<file path="config.mk">
export PLATFORM = sky130hd
export DESIGN_NAME = dual_timer
export DESIGN_NICKNAME = d
export VERILOG_FILES = /design/src/rtl/timer_pkg.sv /design/src/rtl/timer_regdec.sv /design/src/rtl/timer_channel.sv /design/src/rtl/dual_timer.sv
export SDC_FILE = /design/constraint.sdc
export NUM_CORES = 1
export LEC_CHECK = 0
export ABC_AREA = 1
export BUFFER_PORTS_ARGS = -buffer_cell sky130_fd_sc_hd__clkbuf_2
export CAP_MARGIN = 20
export CORE_AREA = 2 2 173 175
export CTS_CLUSTER_SIZE = 40
export DETAILED_ROUTE_END_ITERATION = 8
export DIE_AREA = 0 0 175 177
export GPL_TIMING_DRIVEN = 0
export SYNTH_ARGS = -nofsm -noshare
export SYNTH_HDL_FRONTEND = slang
export SYNTH_SLANG_ARGS = --single-unit
</file>
<file path="constraint.sdc">
create_clock -name clk -period 6.04 [get_ports clk]
set_clock_uncertainty 0.05 [all_clocks]
set_input_delay 1.208 -clock clk [delete_from_list [all_inputs] [get_ports clk]]
set_output_delay 1.208 -clock clk [all_outputs]
set_load 0.005 [all_outputs]
</file>
<file path="src/rtl/timer_pkg.sv">
// Package: shared constants for the dual timer.
// Assumes: control word bit positions are fixed because software decodes them.
package timer_pkg;
    localparam int CB_MODE   = 0;
    localparam int CB_DOWN   = 1;
    localparam int CB_RELOAD = 4;
    localparam int CB_PRESET = 5;
    localparam int CB_IE     = 6;
    localparam int CB_RUN    = 7;
    localparam int CB_PEND   = 8;
    localparam int CTRL_BITS = 11;          // implemented control bits
    localparam int CH_LSB    = 4;           // address bit that selects the channel

    // Word index of a register inside one channel's block
    typedef enum logic [1:0] {
        RSEL_CTRL  = 2'd0,
        RSEL_RELD  = 2'd1,
        RSEL_COUNT = 2'd2,
        RSEL_NONE  = 2'd3
    } reg_sel_t;
endpackage

</file>
<file path="src/rtl/timer_regdec.sv">
// Module: timer_regdec
// Decodes a byte address into a channel index and a register selector, and
// turns the write strobe into per-channel control and reload write enables.
// Assumes: accesses are word aligned; misaligned or out-of-range addresses hit nothing.
module timer_regdec
    import timer_pkg::*;
#(
    parameter int NCH = 2,
    parameter int AW  = 5,
    localparam int CW = (NCH > 1) ? $clog2(NCH) : 1
) (
    input  logic [AW-1:0]  addr,
    input  logic           wr_en,
    output logic           hit,
    output logic [CW-1:0]  ch_idx,
    output reg_sel_t       rsel,
    output logic [NCH-1:0] ctrl_we,
    output logic [NCH-1:0] reld_we
);
    logic [AW-1:CH_LSB] ch_field;

    // Split the address into fields and qualify it
    always_comb begin
        ch_field = addr[AW-1:CH_LSB];
        ch_idx   = CW'(ch_field);
        rsel     = reg_sel_t'(addr[3:2]);
        hit      = (addr[1:0] == 2'b00) && (int'(ch_field) < NCH);
    end

    // One-hot write enables per channel
    always_comb begin
        for (int c = 0; c < NCH; c++) begin
            ctrl_we[c] = wr_en && hit && (int'(ch_idx) == c) && (rsel == RSEL_CTRL);
            reld_we[c] = wr_en && hit && (int'(ch_idx) == c) && (rsel == RSEL_RELD);
        end
    end
endmodule

</file>
<file path="src/rtl/timer_channel.sv">
// Module: timer_channel
// One timer channel: control word with write-1-to-clear pending bit, reload
// register, and an up/down counter with preset, auto-reload and one-shot stop.
// Assumes: control and reload writes are single-cycle strobes from the decoder.
module timer_channel
    import timer_pkg::*;
#(
    parameter int W = 32
) (
    input  logic         clk,
    input  logic         rst_n,
    input  logic         ctrl_we,
    input  logic         reld_we,
    input  logic [W-1:0] wdata,
    output logic [W-1:0] ctrl_o,
    output logic [W-1:0] reld_o,
    output logic [W-1:0] count_o,
    output logic         halt_o,
    output logic         irq_o
);
    localparam logic [W-1:0] TOP = '1;

    logic [CTRL_BITS-1:0] ctrl_q;
    logic                 pend_q;
    logic [W-1:0]         reld_q;
    logic [W-1:0]         cnt_q;
    logic                 halt_q;
    logic                 run, down, preset, reload, ie, roll;

    // Name the control fields
    always_comb begin
        run    = ctrl_q[CB_RUN];
        down   = ctrl_q[CB_DOWN];
        preset = ctrl_q[CB_PRESET];
        reload = ctrl_q[CB_RELOAD];
        ie     = ctrl_q[CB_IE];
    end

    // Detect a rollover on this clock
    always_comb begin
        roll = run && !preset && !halt_q && (down ? (cnt_q == '0) : (cnt_q == TOP));
    end

    // Control and reload registers; the pending bit is kept apart
    always_ff @(posedge clk) begin
        if (!rst_n) begin
            ctrl_q <= '0;
            reld_q <= '0;
        end else begin
            if (ctrl_we) begin
                ctrl_q         <= wdata[CTRL_BITS-1:0];
                ctrl_q[CB_PEND] <= 1'b0;
            end
            if (reld_we) reld_q <= wdata;
        end
    end

    // Pending flag: rollover sets it, a written 1 clears it, set wins
    always_ff @(posedge clk) begin
        if (!rst_n)                        pend_q <= 1'b0;
        else if (roll)                     pend_q <= 1'b1;
        else if (ctrl_we && wdata[CB_PEND]) pend_q <= 1'b0;
    end

    // Counter: preset, step, reload or hold at the end value
    always_ff @(posedge clk) begin
        if (!rst_n)                 cnt_q <= '0;
        else if (preset)            cnt_q <= reld_q;
        else if (roll && reload)    cnt_q <= reld_q;
        else if (run && !halt_q && !roll)
            cnt_q <= down ? cnt_q - 1'b1 : cnt_q + 1'b1;
    end

    // One-shot stop flag: set at rollover without reload, freed by preset or stop
    always_ff @(posedge clk) begin
        if (!rst_n)                 halt_q <= 1'b0;
        else if (preset || !run)    halt_q <= 1'b0;
        else if (roll && !reload)   halt_q <= 1'b1;
    end

    // Drive outputs
    always_comb begin
        ctrl_o          = '0;
        ctrl_o[CTRL_BITS-1:0] = ctrl_q;
        ctrl_o[CB_PEND] = pend_q;
        reld_o          = reld_q;
        count_o         = cnt_q;
        halt_o          = halt_q;
        irq_o           = pend_q && ie;
    end
endmodule

</file>
<file path="src/rtl/dual_timer.sv">
// Module: dual_timer (top)
// Two timer channels behind a word-addressed register bus with a combinational
// read mux and one interrupt line that ORs the enabled pending flags.
// Assumes: wr_en is a one-clock strobe; reads have no side effects.
module dual_timer
    import timer_pkg::*;
#(
    parameter int NCH = 2,
    parameter int W   = 32,
    localparam int CW = (NCH > 1) ? $clog2(NCH) : 1,
    localparam int AW = CH_LSB + CW
) (
    input  logic          clk,
    input  logic          rst_n,
    input  logic [AW-1:0] addr,
    input  logic          wr_en,
    input  logic [W-1:0]  wdata,
    output logic [W-1:0]  rdata,
    output logic          irq
);
    logic                     hit;
    logic [CW-1:0]            ch_idx;
    reg_sel_t                 rsel;
    logic [NCH-1:0]           ctrl_we, reld_we, ch_irq, ch_halt;
    logic [NCH-1:0][W-1:0]    ch_ctrl, ch_reld, ch_cnt;

    timer_regdec #(.NCH(NCH), .AW(AW)) u_dec (
        .addr(addr), .wr_en(wr_en), .hit(hit), .ch_idx(ch_idx),
        .rsel(rsel), .ctrl_we(ctrl_we), .reld_we(reld_we)
    );

    for (genvar c = 0; c < NCH; c++) begin : g_ch
        timer_channel #(.W(W)) u_ch (
            .clk(clk), .rst_n(rst_n),
            .ctrl_we(ctrl_we[c]), .reld_we(reld_we[c]), .wdata(wdata),
            .ctrl_o(ch_ctrl[c]), .reld_o(ch_reld[c]), .count_o(ch_cnt[c]),
            .halt_o(ch_halt[c]), .irq_o(ch_irq[c])
        );
    end

    // Read mux over the selected channel's registers
    always_comb begin
        rdata = '0;
        if (hit) begin
            unique case (rsel)
                RSEL_CTRL:  rdata = ch_ctrl[ch_idx];
                RSEL_RELD:  rdata = ch_reld[ch_idx];
                RSEL_COUNT: rdata = ch_cnt[ch_idx];
                default:    rdata = '0;
            endcase
        end
    end

    // Combine channel interrupts
    always_comb irq = |ch_irq;
endmodule

</file>
==> run summary <==
Final period util: 0.757
Part of the power in registers: 0.433
Top area cells in the synthesized netlist: dfxtp_1 (23%), nand2_1 (20%), nor2_1 (15%)
Final setup fails: 0
Post-synth top area cell: dfxtp_1
Final instance area: 14400 um^2
Critical path class: input pin to output pin
Status: completed
Synth cell types: 44
Clk pwr share: 0.489
CTS H-tree depth: 4
Cts hold-fix bufs: 0
Sw Ratio: 0.256
CP peak stage delay: 0.64 ns
Placed Instances: 2781
Longest Clk Path Bufs: 2
Full die area: 31000 um^2
Clk_lat worst skew: 0.44 ns
DIE WIDTH: 175 um
Vias in the first global route: 13621
DR WL met3: 2390 um
Hold Path Class: flop to flop
Routed wl met2: 23900 um
Residual DRC: 0
Sw Pwr: 0.000601 W
Placed Area: 13800 um^2
Worst r2r src: g_ch[0].u_ch.ctrl_q[1]
HP Start: g_ch[1].u_ch.ctrl_q[5]
Area grow syn2layout: 11.4%
Gr usage total: 0.320
R2R depth: 14
Mapped Area: 12900 um^2
Initial antenna violation count: 1
DRT Pass-1 Iters: 6
Hpwl dp: 41300 um
CP Launch Type: input pin
Die Ht: 177 um
CP max stage cell: clkbuf_1
Slew at the pin closest to its max-slew limit: 0.918 ns
Minimum clock period: 4.57 ns
Post-synth top cells: nand2_1 (673), nor2_1 (506), inv_1 (312)
Fin cells: 2815
Worst Setup End Kind: output pin
Clock tree sinks: 152
Top FF cell, synth: dfxtp_1
Multi-input gate area: 8350 um^2
FF-to-FF setup slack: 3.05 ns
Post-CTS Setup Inserts: 0
Setup_tns: 0 ns
Crit-path cells: clkbuf_2 > inv_1 > clkbuf_1 > clkbuf_1 > o21ai_0 > a21oi_1 > clkbuf_2
Logic pwr share: 0.077
Input/output buffers: 71
Syn avg cell area: 5.58 um^2
Routed wire length: 49700 um
PwrDens: 163 nW/um^2
CP max FO: 10
Reg-to-reg critical path endpoint: g_ch[0].u_ch.count_o[30]
Clk root buf: clkbuf_16
Metal-1 WL: 21500 um
Sequential cell area: 3050 um^2
CTS tree: yes
Core area: 29200 um^2
VDD IR max: 0.179 mV
Final nets: 2512
Ports: 73
Share of cells above drive strength 1: 0.0640
Clock slew at reported path FFs: 0.07 ns
Vias per inst: 5.18
Via count: 14589
Achievable Freq: 219 MHz
Static Leak: 7.48 nW
Hold EP: g_ch[1].u_ch.halt_o
Synth warn: 0
CP Data Arrival Time: 3.31 ns
FILL cells: 3314
EDFF count, synth: 0
DRT iter0 DRCs: 998
Global-route wire length before repair: 76000 um
Cell Rows: 63
Synth top area share: 0.235
Max-slew violation count: 0
Post-synth ARST share: 0
Antenna Nets Post-Route: 0
Seq/Total Area, Yosys: 0.235
Most common cell in the netlist: nand2_1
RSZ-0062 raised after global routing: no
Post-cts repair resize count: 0
Routed wire per std cell: 17.6 um
CTS Buf Count: 17
Largest net degree at the start of global routing: 36
Mapped Cells: 2320
Grt ovf: 0
Max-Cap Viols: 0
Slew HR: 0.388
Synthesized flop and latch total: 152
Gp weighted congestion: 1.01
Hold Fails Final Rpt: 0
Hold path depth: 1
Internal power: 0.00175 W
Highest Signal Layer: met4
Syn_nets: 2422
CP Data Required Time: 4.78 ns
Starting Density: 0.443
sequential cells by signal, summed over array words and instances, names as in the netlist:
signal and flops:
g_ch.u_ch.count_o 64, g_ch.u_ch.reld_o 64, g_ch.u_ch.ctrl_q 20, g_ch.u_ch.halt_o 2
g_ch.u_ch.pend_q 2
worst max-delay path, delay by kind of cell:
kind / cells / cell delay, ns
buffers and inverters: 5 / 1.58
AOI/OAI and AO/OA: 2 / 0.51
per-layer routing:
| layer | vias to the layer above | GRT usage |
|---|---|---|
| met4 | 0 | 0.124 |
| met1 | 6617 | 0.395 |
| met5 | - | 0 |
| met2 | 412 | 0.568 |
| met3 | 86 | 0.0361 |
| li1 | 7474 | - |
cells in the final DEF, fill, tap and decap left out, types with 56 or more instances in the layout:
master,instances
dfxtp_1,150
inv_1,312
clkbuf_1,56
o21ai_0,169
nor2_1,506
nand3_1,100
ha_1,60
clkbuf_2,71
nand2_1,673
a21oi_1,71
how the worst max path moves through the flow:
| stage | depth (start not counted) | startpoint | to |
|---|---|---|---|
| 2_1_floorplan | 6 | addr[4] | rdata[25] |
| 3_3_place_gp | 7 | addr[4] | rdata[18] |
| 3_5_place_dp | 7 | addr[4] | rdata[18] |
| 4_1_cts | 7 | addr[4] | rdata[18] |
| 5_1_grt | 7 | addr[4] | rdata[22] |
| 6_report | 7 | addr[4] | rdata[18] |
layout make-up:
cell class,count,area share
Clock buffer,17,0.0295
Timing Repair Buffer,71,0.0246
Multi-Input combinational cell,1772,0.579
Sequential cell,152,0.211
Antenna cell,2,0.000347
Clock inverter,15,0.0140
Inverter,318,0.0829
Buffer,78,0.0247
Tap cell,390,0.0338
kinds of logic after synthesis:
group / share of synthesized area
AND/OR/NAND/NOR: 0.435
flip-flops: 0.235
buffers and inverters: 0.120
adder cells (fa/ha/maj): 0.0611
AO/OA/AOI/OAI: 0.129
XOR/XNOR: 0.0203
stage by stage:
stage / worst slack [ns] / util / hold slack, ns / power [W]
after floorplan: 2.65 / - / 0.381 / 0.00114
after global placement: 1.59 / 0.472 / 0.397 / 0.00122
after detailed placement: 1.58 / 0.472 / 0.401 / 0.00122
after CTS: 1.57 / 0.493 / 0.411 / 0.00236
after global routing: 1.46 / 0.493 / 0.429 / 0.00242
final: 1.47 / 0.493 / 0.411 / 0.00235
power by group through the flow:
stage | clock (W) | sequential [W] | combinational [W]
floorplan | 0 | 0.00104 | 0.0000970
global placement | 0 | 0.00104 | 0.000179
detailed placement | 0 | 0.00104 | 0.000178
CTS | 0.00116 | 0.00102 | 0.000179
global route | 0.00120 | 0.00102 | 0.000196
finish | 0.00115 | 0.00102 | 0.000182
No activity file was read; power rests on OpenSTA's default activity.
